File: src/rtl/gpio_bank_pkg.sv
package gpio_bank_pkg;
  localparam int unsigned NUM_FUNC = 4;
  localparam int unsigned SEL_W    = $clog2(NUM_FUNC);
  localparam int unsigned NUM_PAIR = 6;
  localparam int unsigned ADDR_W   = 5;

  // Set/clear pair index; pair k uses words k*4 (set), k*4+1 (clear), k*4+2 (status).
  localparam int unsigned PR_OWN = 0;
  localparam int unsigned PR_OE  = 1;
  localparam int unsigned PR_LVL = 2;
  localparam int unsigned PR_OD  = 3;
  localparam int unsigned PR_PU  = 4;
  localparam int unsigned PR_PD  = 5;

  localparam logic [ADDR_W-1:0] A_SEL_LO   = 5'h18;
  localparam logic [ADDR_W-1:0] A_SEL_HI   = 5'h19;
  localparam logic [ADDR_W-1:0] A_ST_OFF   = 5'h1A;
  localparam logic [ADDR_W-1:0] A_PIN_LVL  = 5'h1B;
  localparam logic [ADDR_W-1:0] A_PULL_CFL = 5'h1C;

  function automatic logic pair_resets_high(int unsigned k);
    return (k == PR_OWN) || (k == PR_PU);
  endfunction
endpackage

File: src/rtl/gpio_setclr_reg.sv
module gpio_setclr_reg #(
  parameter int unsigned N       = 32,
  parameter bit          RST_ONE = 1'b0
) (
  input  logic         clk,
  input  logic         rst,
  input  logic         set_we,
  input  logic         clr_we,
  input  logic [N-1:0] wdata,
  output logic [N-1:0] q
);
  logic [N-1:0] set_m, clr_m;
  assign set_m = set_we ? wdata : '0;
  assign clr_m = clr_we ? wdata : '0;

  always_ff @(posedge clk) begin
    if (rst) q <= {N{RST_ONE}};
    else     q <= (q | set_m) & ~clr_m;
  end
endmodule

File: src/rtl/gpio_pad_drive.sv
module gpio_pad_drive
  import gpio_bank_pkg::*;
#(
  parameter int unsigned N = 32
) (
  input  logic [N-1:0]          own,
  input  logic [N-1:0]          oe,
  input  logic [N-1:0]          lvl,
  input  logic [N-1:0]          od,
  input  logic [N-1:0]          pu,
  input  logic [N-1:0]          pd,
  input  logic [N-1:0]          sel_lo,
  input  logic [N-1:0]          sel_hi,
  input  logic [NUM_FUNC*N-1:0] periph_out,
  input  logic [NUM_FUNC*N-1:0] periph_oe,
  output logic [N-1:0]          drv_out,
  output logic [N-1:0]          drv_oe,
  output logic [N-1:0]          drv_pu,
  output logic [N-1:0]          drv_pd
);
  for (genvar p = 0; p < N; p++) begin : g_pin
    logic [SEL_W-1:0] code;
    logic             src_o, src_e;

    assign code = {sel_hi[p], sel_lo[p]};

    always_comb begin
      src_o = lvl[p];
      src_e = oe[p];
      if (!own[p]) begin
        src_o = periph_out[int'(code)*N + p];
        src_e = periph_oe[int'(code)*N + p];
      end
    end

    // Open-drain pins only ever pull low.
    assign drv_out[p] = od[p] ? 1'b0 : src_o;
    assign drv_oe[p]  = od[p] ? (src_e & ~src_o) : src_e;
    assign drv_pu[p]  = pu[p];
    assign drv_pd[p]  = pd[p] & ~pu[p];
  end
endmodule

File: src/rtl/gpio_mux_bank.sv
module gpio_mux_bank
  import gpio_bank_pkg::*;
#(
  parameter int unsigned N = 32
) (
  input  logic                  clk,
  input  logic                  rst,
  input  logic                  wr_en,
  input  logic [ADDR_W-1:0]     wr_addr,
  input  logic [N-1:0]          wr_data,
  input  logic [ADDR_W-1:0]     rd_addr,
  output logic [N-1:0]          rd_data,
  input  logic [N-1:0]          pad_in,
  input  logic [NUM_FUNC*N-1:0] periph_out,
  input  logic [NUM_FUNC*N-1:0] periph_oe,
  output logic [N-1:0]          pad_out,
  output logic [N-1:0]          pad_oe,
  output logic [N-1:0]          pad_pu,
  output logic [N-1:0]          pad_pd,
  output logic [N-1:0]          pad_st_off
);
  logic [NUM_PAIR-1:0][N-1:0] pair_q;
  logic [N-1:0] sel_lo_q, sel_hi_q, st_off_q;
  logic [N-1:0] drv_out, drv_oe, drv_pu, drv_pd;
  logic [N-1:0] rd_nxt;

  for (genvar k = 0; k < NUM_PAIR; k++) begin : g_pair
    logic set_we, clr_we;
    assign set_we = wr_en && (wr_addr == ADDR_W'(k*4));
    assign clr_we = wr_en && (wr_addr == ADDR_W'(k*4 + 1));
    gpio_setclr_reg #(.N(N), .RST_ONE(pair_resets_high(k))) u_reg (
      .clk(clk), .rst(rst), .set_we(set_we), .clr_we(clr_we),
      .wdata(wr_data), .q(pair_q[k])
    );
  end

  always_ff @(posedge clk) begin
    if (rst) begin
      sel_lo_q <= '0;
      sel_hi_q <= '0;
      st_off_q <= '0;
    end else if (wr_en) begin
      if (wr_addr == A_SEL_LO) sel_lo_q <= wr_data;
      if (wr_addr == A_SEL_HI) sel_hi_q <= wr_data;
      if (wr_addr == A_ST_OFF) st_off_q <= wr_data;
    end
  end

  gpio_pad_drive #(.N(N)) u_drive (
    .own(pair_q[PR_OWN]), .oe(pair_q[PR_OE]), .lvl(pair_q[PR_LVL]),
    .od(pair_q[PR_OD]), .pu(pair_q[PR_PU]), .pd(pair_q[PR_PD]),
    .sel_lo(sel_lo_q), .sel_hi(sel_hi_q),
    .periph_out(periph_out), .periph_oe(periph_oe),
    .drv_out(drv_out), .drv_oe(drv_oe), .drv_pu(drv_pu), .drv_pd(drv_pd)
  );

  always_ff @(posedge clk) begin
    if (rst) begin
      pad_out    <= '0;
      pad_oe     <= '0;
      pad_pu     <= '1;
      pad_pd     <= '0;
      pad_st_off <= '0;
    end else begin
      pad_out    <= drv_out;
      pad_oe     <= drv_oe;
      pad_pu     <= drv_pu;
      pad_pd     <= drv_pd;
      pad_st_off <= st_off_q;
    end
  end

  always_comb begin
    rd_nxt = '0;
    for (int k = 0; k < NUM_PAIR; k++)
      if (rd_addr == ADDR_W'(k*4 + 2)) rd_nxt = pair_q[k];
    case (rd_addr)
      A_SEL_LO:   rd_nxt = sel_lo_q;
      A_SEL_HI:   rd_nxt = sel_hi_q;
      A_ST_OFF:   rd_nxt = st_off_q;
      A_PIN_LVL:  rd_nxt = pad_in;
      A_PULL_CFL: rd_nxt = pair_q[PR_PU] & pair_q[PR_PD];
      default: ;
    endcase
  end

  always_ff @(posedge clk) begin
    if (rst) rd_data <= '0;
    else     rd_data <= rd_nxt;
  end
endmodule

File: config.mk
export PLATFORM = sky130hd
export DESIGN_NAME = gpio_mux_bank
export DESIGN_NICKNAME = d
export VERILOG_FILES = /design/src/rtl/gpio_bank_pkg.sv /design/src/rtl/gpio_setclr_reg.sv /design/src/rtl/gpio_pad_drive.sv /design/src/rtl/gpio_mux_bank.sv
export SDC_FILE = /design/constraint.sdc
export NUM_CORES = 1
export LEC_CHECK = 0
export BUFFER_PORTS_ARGS = -buffer_cell sky130_fd_sc_hd__buf_2
export CAP_MARGIN = 5
export CORE_MARGIN = 4
export CORE_UTILIZATION = 46
export CTS_CLUSTER_DIAMETER = 80
export DETAILED_ROUTE_END_ITERATION = 16
export GPL_TIMING_DRIVEN = 0
export PLACE_DENSITY = 0.72
export SYNTH_ARGS = -nofsm -noshare
export SYNTH_HDL_FRONTEND = slang
export SYNTH_SLANG_ARGS = --single-unit
File: constraint.sdc
create_clock -name clk -period 2.2 [get_ports clk]
set_input_delay 0.22 -clock clk [delete_from_list [all_inputs] [get_ports clk]]
set_output_delay 0.22 -clock clk [all_outputs]
set_load 0.005 [all_outputs]
======== Word level (Yosys, flattened, before mapping) ========
Index checks and enable logic that the tools add are counted.
operators by class
  $add $sub $neg .......................... 31
  multipliers ............................. 0
  divide/modulo/power cells ............... 0
  order comparisons ....................... 32
  equality and inequality tests ........... 25
  shifts and indexed selects .............. 0
  multiplexer cells ....................... 243
  bitwise logic cells ..................... 147
  reductions and logical operators ........ 48
operators with widths
  kind                 number
  $lt 32x8->1 const B  31
  $mux 32              18
  $bmux 1 s7           62
  $and 32x32->32       7
  $not 32->32          6
  $or 32x32->32        6
  $mux 1               160
  $pmux 32 s5          1
  $add 7x5->8 const B  16
  $eq 5x5->1 const B   14
  $add 7x4->8 const B  8
  $and 1x1->1          64
  $not 1->1            64
  $reduce_or 2->1      32
  $add 7x3->8 const B  4
  $eq 5x4->1 const B   6
  $add 7x2->8 const B  2
  $eq 5x3->1 const B   3
  $logic_and 1x1->1    12
  $add 7x1->8 const B  1
  $lt 7x8->1 const B   1
  $reduce_and 2->1     3
  $eq 5x1->1 const B   1
  $eq 5x2->1 const B   1
  2 further kinds      3
storage, ports and cells
  flip-flop bits (word level) ............. 480
  latch bits .............................. 0
  RAM bits ................................ 0
  bits in read-only memories .............. 0
  bits of input ports ..................... 333
  output and inout bits ................... 192
  logic and storage cells ................. 572
  memories ................................ 0

======== Longest topological paths before layout ========
  depth after elaboration ................. 8
  gate-level depth with buffers ........... 7
  gate-level depth less buffers ........... 4

======== Hierarchy ========
A second synthesis with hierarchy kept.
second synthesis, totals
  cell total of the unflattened synthesis .. 2399
  area total of the unflattened synthesis .. 22083.7 sq um
by module, submodules not included
  module                                  times used  cells an instance  area each (sq um)  seq. area each (sq um)
  gpio_mux_bank                           1           1276               11225.8            5765.5
  gpio_setclr_reg at g_pair[1].u_reg ...  4           105                1262.5             640.6
  gpio_pad_drive                          1           483                3460.8             0.0
  gpio_setclr_reg at g_pair[0].u_reg ...  2           110                1173.6             640.6

======== Least setup slack after synthesis ========
No wires, ideal clock.
  kind .................................... input-to-reg
  start ................................... input port rd_addr[0]
  end ..................................... register rd_data[22]
  setup time .............................. 122 ps
  data arrival time ....................... 1552 ps
  data required time ...................... 2078 ps
  path slack .............................. 527 ps
  stages on the path ...................... 7
  buffers on the path ..................... 3
  path through ............................ clkbuf_1 or3b_2 buf_2 buf_2 nor3_1 o221ai_1 o311a_1
between the ends
  cells in the longest elaborated chain, start to end .. 8
  elaborated cells between the ends (all ways) .. 18
  those cells by class .................... eq/ne: 11; mux: 7
ends and longest elaborated chain
  item                  line                 text
  start, declared       gpio_mux_bank.sv:11  input logic [ADDR_W-1:0] rd_addr,
  $eq 5x2->1            gpio_mux_bank.sv:76  if (rd_addr == ADDR_W'(k*4 + 2)) rd_nxt = pair_q[k];
  $mux 32 (6 in a row)  gpio_mux_bank.sv:76
  $pmux 32 s5 (*)       gpio_mux_bank.sv:77  case (rd_addr)
  end signal, assigned  gpio_mux_bank.sv:89  else rd_data <= rd_nxt;
  end, declared         gpio_mux_bank.sv:12  output logic [N-1:0] rd_data,
Mark *: on every way between the ends. The rest lies on a longest branch, timed or not.
A chain may end at the register's enable or synchronous reset.

======== Worst setup path in the final report ========
  start ................................... input port rst
  end ..................................... register sel_lo_q[24]
RTL lines
  item                  line                 text
  start, declared       gpio_mux_bank.sv:7   input logic rst,
  end signal, assigned  gpio_mux_bank.sv:43  if (wr_addr == A_SEL_LO) sel_lo_q <= wr_data;
  end, declared         gpio_mux_bank.sv:23  logic [N-1:0] sel_lo_q, sel_hi_q, st_off_q;
No word-level cell between the ends.

==> flow_metrics.env <==
export IMPL_crit_arrival_ns=2.60
export IMPL_drc=0
export IMPL_slowest_delay_ns=0.66
export IMPL_fillers=3816
export IMPL_first_pass_iters=8
export IMPL_grtUsageTotal_pct=35.93
export IMPL_clk_path_buf_depth=3
export IMPL_skew_ns=0.02039
export IMPL_power_density_nw_per_um2=751.9
export IMPL_worstSetupEndpointType="flop"
export IMPL_ys_types=40
export IMPL_synth_edf_count=0
export IMPL_antenna_found_initial=7
export IMPL_synth_cells=2113
export IMPL_post_cts_buffers=0
export IMPL_worst_setup_path_type="in2reg"
export IMPL_numCtsBuffers=49
export IMPL_grt_max_degree=15
export IMPL_routed_via_density=6.213
export IMPL_die_area_um2=47560
export IMPL_clk_pin_slew_worst_paths_ns=0.06
export IMPL_fp_row_count=76
export IMPL_setup_viol=0
export IMPL_die_w_um=218.1
export IMPL_mostFrequentLayoutCell="buf_2"
export IMPL_wl_um=90340
export IMPL_cts_tree="yes"
export IMPL_final_util_pct=59.22
export IMPL_maxCapViolCount=0
export IMPL_ys_warn_count=0
export IMPL_nets=3048
export IMPL_wl_per_cell_um=27.01
export IMPL_async_reset_ff_share_pct=0
export IMPL_slew_violations=0
export IMPL_rr_startpoint="sel_lo_q[8]"
export IMPL_syn_nets=2446
export IMPL_holdWs_ns=0.01923
export IMPL_fin_crit_sh_pct=97.94
export IMPL_maxSlewHeadroom_pct=13.30
export IMPL_start_util_pct=46.82
export IMPL_grt_pass1_wl_um=127900
export IMPL_final_cells=3345
export IMPL_hp_class="in2reg"
export IMPL_place_congestion=0.9888
export IMPL_worst_slew_pin_slew_ns=1.300
export IMPL_dp_cells=3219
export IMPL_port_buffers=521
export IMPL_seq_area_frac_synth_pct=47.33
export IMPL_syn_area_per_cell_um2=9.609
export IMPL_grt_pass1_vias=20050
export IMPL_dp_hpwl_um=64170
export IMPL_fin_ws_ns=0.04522
export IMPL_cp_endpoint="sel_lo_q[24]"
export IMPL_multi_input_area_um2=9811
export IMPL_clockRootBuffer="clkbuf_16"
export IMPL_crit_fanout=10
export IMPL_ios=525
export IMPL_synth_seq_cells=480
export IMPL_routed_via_count=20780
export IMPL_worstPathRequired_ns=2.64
export IMPL_crit_start="rst"
export IMPL_regArea_um2=9609
export IMPL_drt_iter0_drc=2577
export IMPL_crit_chain="buf_2 > clkbuf_1 > clkbuf_1 > clkbuf_1 > clkbuf_1 > a21oi_1"
export IMPL_stdcell_area_um2=25680
export IMPL_reg2reg_to="pad_oe[8]"
export IMPL_core_area_um2=43360
export IMPL_tns_ns=0
export IMPL_drtAntennaViolNets=0
export IMPL_fmax_ghz=0.4641
export IMPL_dominantRegCellSynth="dfxtp_1"
export IMPL_p_total_mw=19.31
export IMPL_slowest_stage="clkbuf_1"
export IMPL_layout_drive_gt1_share_pct=29.28
export IMPL_startpoint_type="primary input"
export IMPL_reg2reg_depth=3
export IMPL_hold_violations=0
export IMPL_final_cell_mix="buf_2, dfxtp_1, a21oi_1"
export IMPL_area_delta_synth_final_pct=26.47
export IMPL_min_period_ns=2.155
export IMPL_r2r_slack_ns=0.29
export IMPL_cts_sink_count=480
export IMPL_rsz0062_at_grt="no"
export IMPL_clk_latency_ns=0.61
export IMPL_ctsHtreeMaxLevel=2
export IMPL_status="complete, no violations"
export IMPL_dpl_worst_slack_ns=-0.6528
export IMPL_crit_top_cell="clkbuf_1"
export IMPL_p_leak_nw=10.29
export IMPL_grt_ovfl_total=0
export IMPL_vdd_drop_max_v=0.0004769
export IMPL_synthesis_area_um2=20300
export IMPL_fp_dieH_um=218.1
export IMPL_dpl_cell_area_um2=23640
-- routing by layer --
layer | GRT usage, % | wire length (um)
met5 | 0 | 41
met4 | 17.53 | 5211
met3 | 10.66 | 11600
met2 | 56.32 | 39750
met1 | 45.46 | 33740
-- worst min-delay path by stage --
stage	endpoint	slack, ns	from	depth (start not counted)
6_report	g_pair[2].u_reg.q[27]	0.02	wr_data[27]	3
5_1_grt	g_pair[3].u_reg.q[28]	0.02	wr_data[28]	3
4_1_cts	g_pair[1].u_reg.q[28]	0.002	wr_data[28]	3
3_5_place_dp	st_off_q[2]	0.46	st_off_q[2]	2
3_3_place_gp	st_off_q[18]	0.46	st_off_q[18]	2
2_1_floorplan	g_pair[0].u_reg.q[0]	0.42	wr_data[0]	2
-- cells in the mapped netlist (40+ instances only) --
cell type  count  area, um^2
o221ai_1      63       551.8
a211oi_1     160        1201
nor2_1       103       386.6
clkbuf_1     160       600.6
nand2_1      206       773.2
nor2b_1       40       250.2
mux2_2        55       619.3
mux4_2        64        1441
nor3_1        41       205.2
dfxtp_1      480        9609
mux2i_1       67       670.6
a21oi_1      354        1772
-- sequential cells by signal, indices dropped and copies added, names as in the netlist --
name            cells
g_pair.u_reg.q    192
pad_oe             32
pad_out            32
pad_pd             32
pad_pu             32
pad_st_off         32
rd_data            32
sel_hi_q           32
sel_lo_q           32
st_off_q           32
-- what timing repair did --
item / 4_1_cts / 5_1_grt
endpoints found under the setup margin: 1 / 46
gates cloned: 0 / 0
hold buffers: 30 / 0
resized for setup: 1 / 14
hold endpoints to repair: 110 / 0
-- layout make-up --
class | count | area share [%]
inverter | 35 | 0.5116
clock buffer | 67 | 5.633
timing repair buffer | 551 | 11.32
tap | 585 | 2.850
sequential | 480 | 37.42
multi-input combinational | 1406 | 38.21
antenna | 4 | 0.03898
buffer | 192 | 2.977
clock inverter | 25 | 1.038
-- worst max-delay path, delay by kind of cell --
family | cells | cell delay [ns]
AOI/OAI and AO/OA | 1 | 0.10
buffers and inverters | 5 | 2.26
-- cells by family (layout without fill, tap and decap cells) --
kind of cell	Yosys count	after routing	share of synthesized area (%)
buf+inv	227	870	4.375
mux	186	186	13.45
compound gates	676	676	21.76
flops	480	480	47.33
other cells	0	4	0
simple gates	544	544	13.08
-- report_power, final --
part	switching (mW)	total [mW]	internal, mW
clock network	3.67	8.87	5.20
registers	0.0555	8.82	8.77
logic	0.995	1.61	0.619
total	4.72	19.3	14.6
Note: power is estimated with default switching activity, not from simulation.
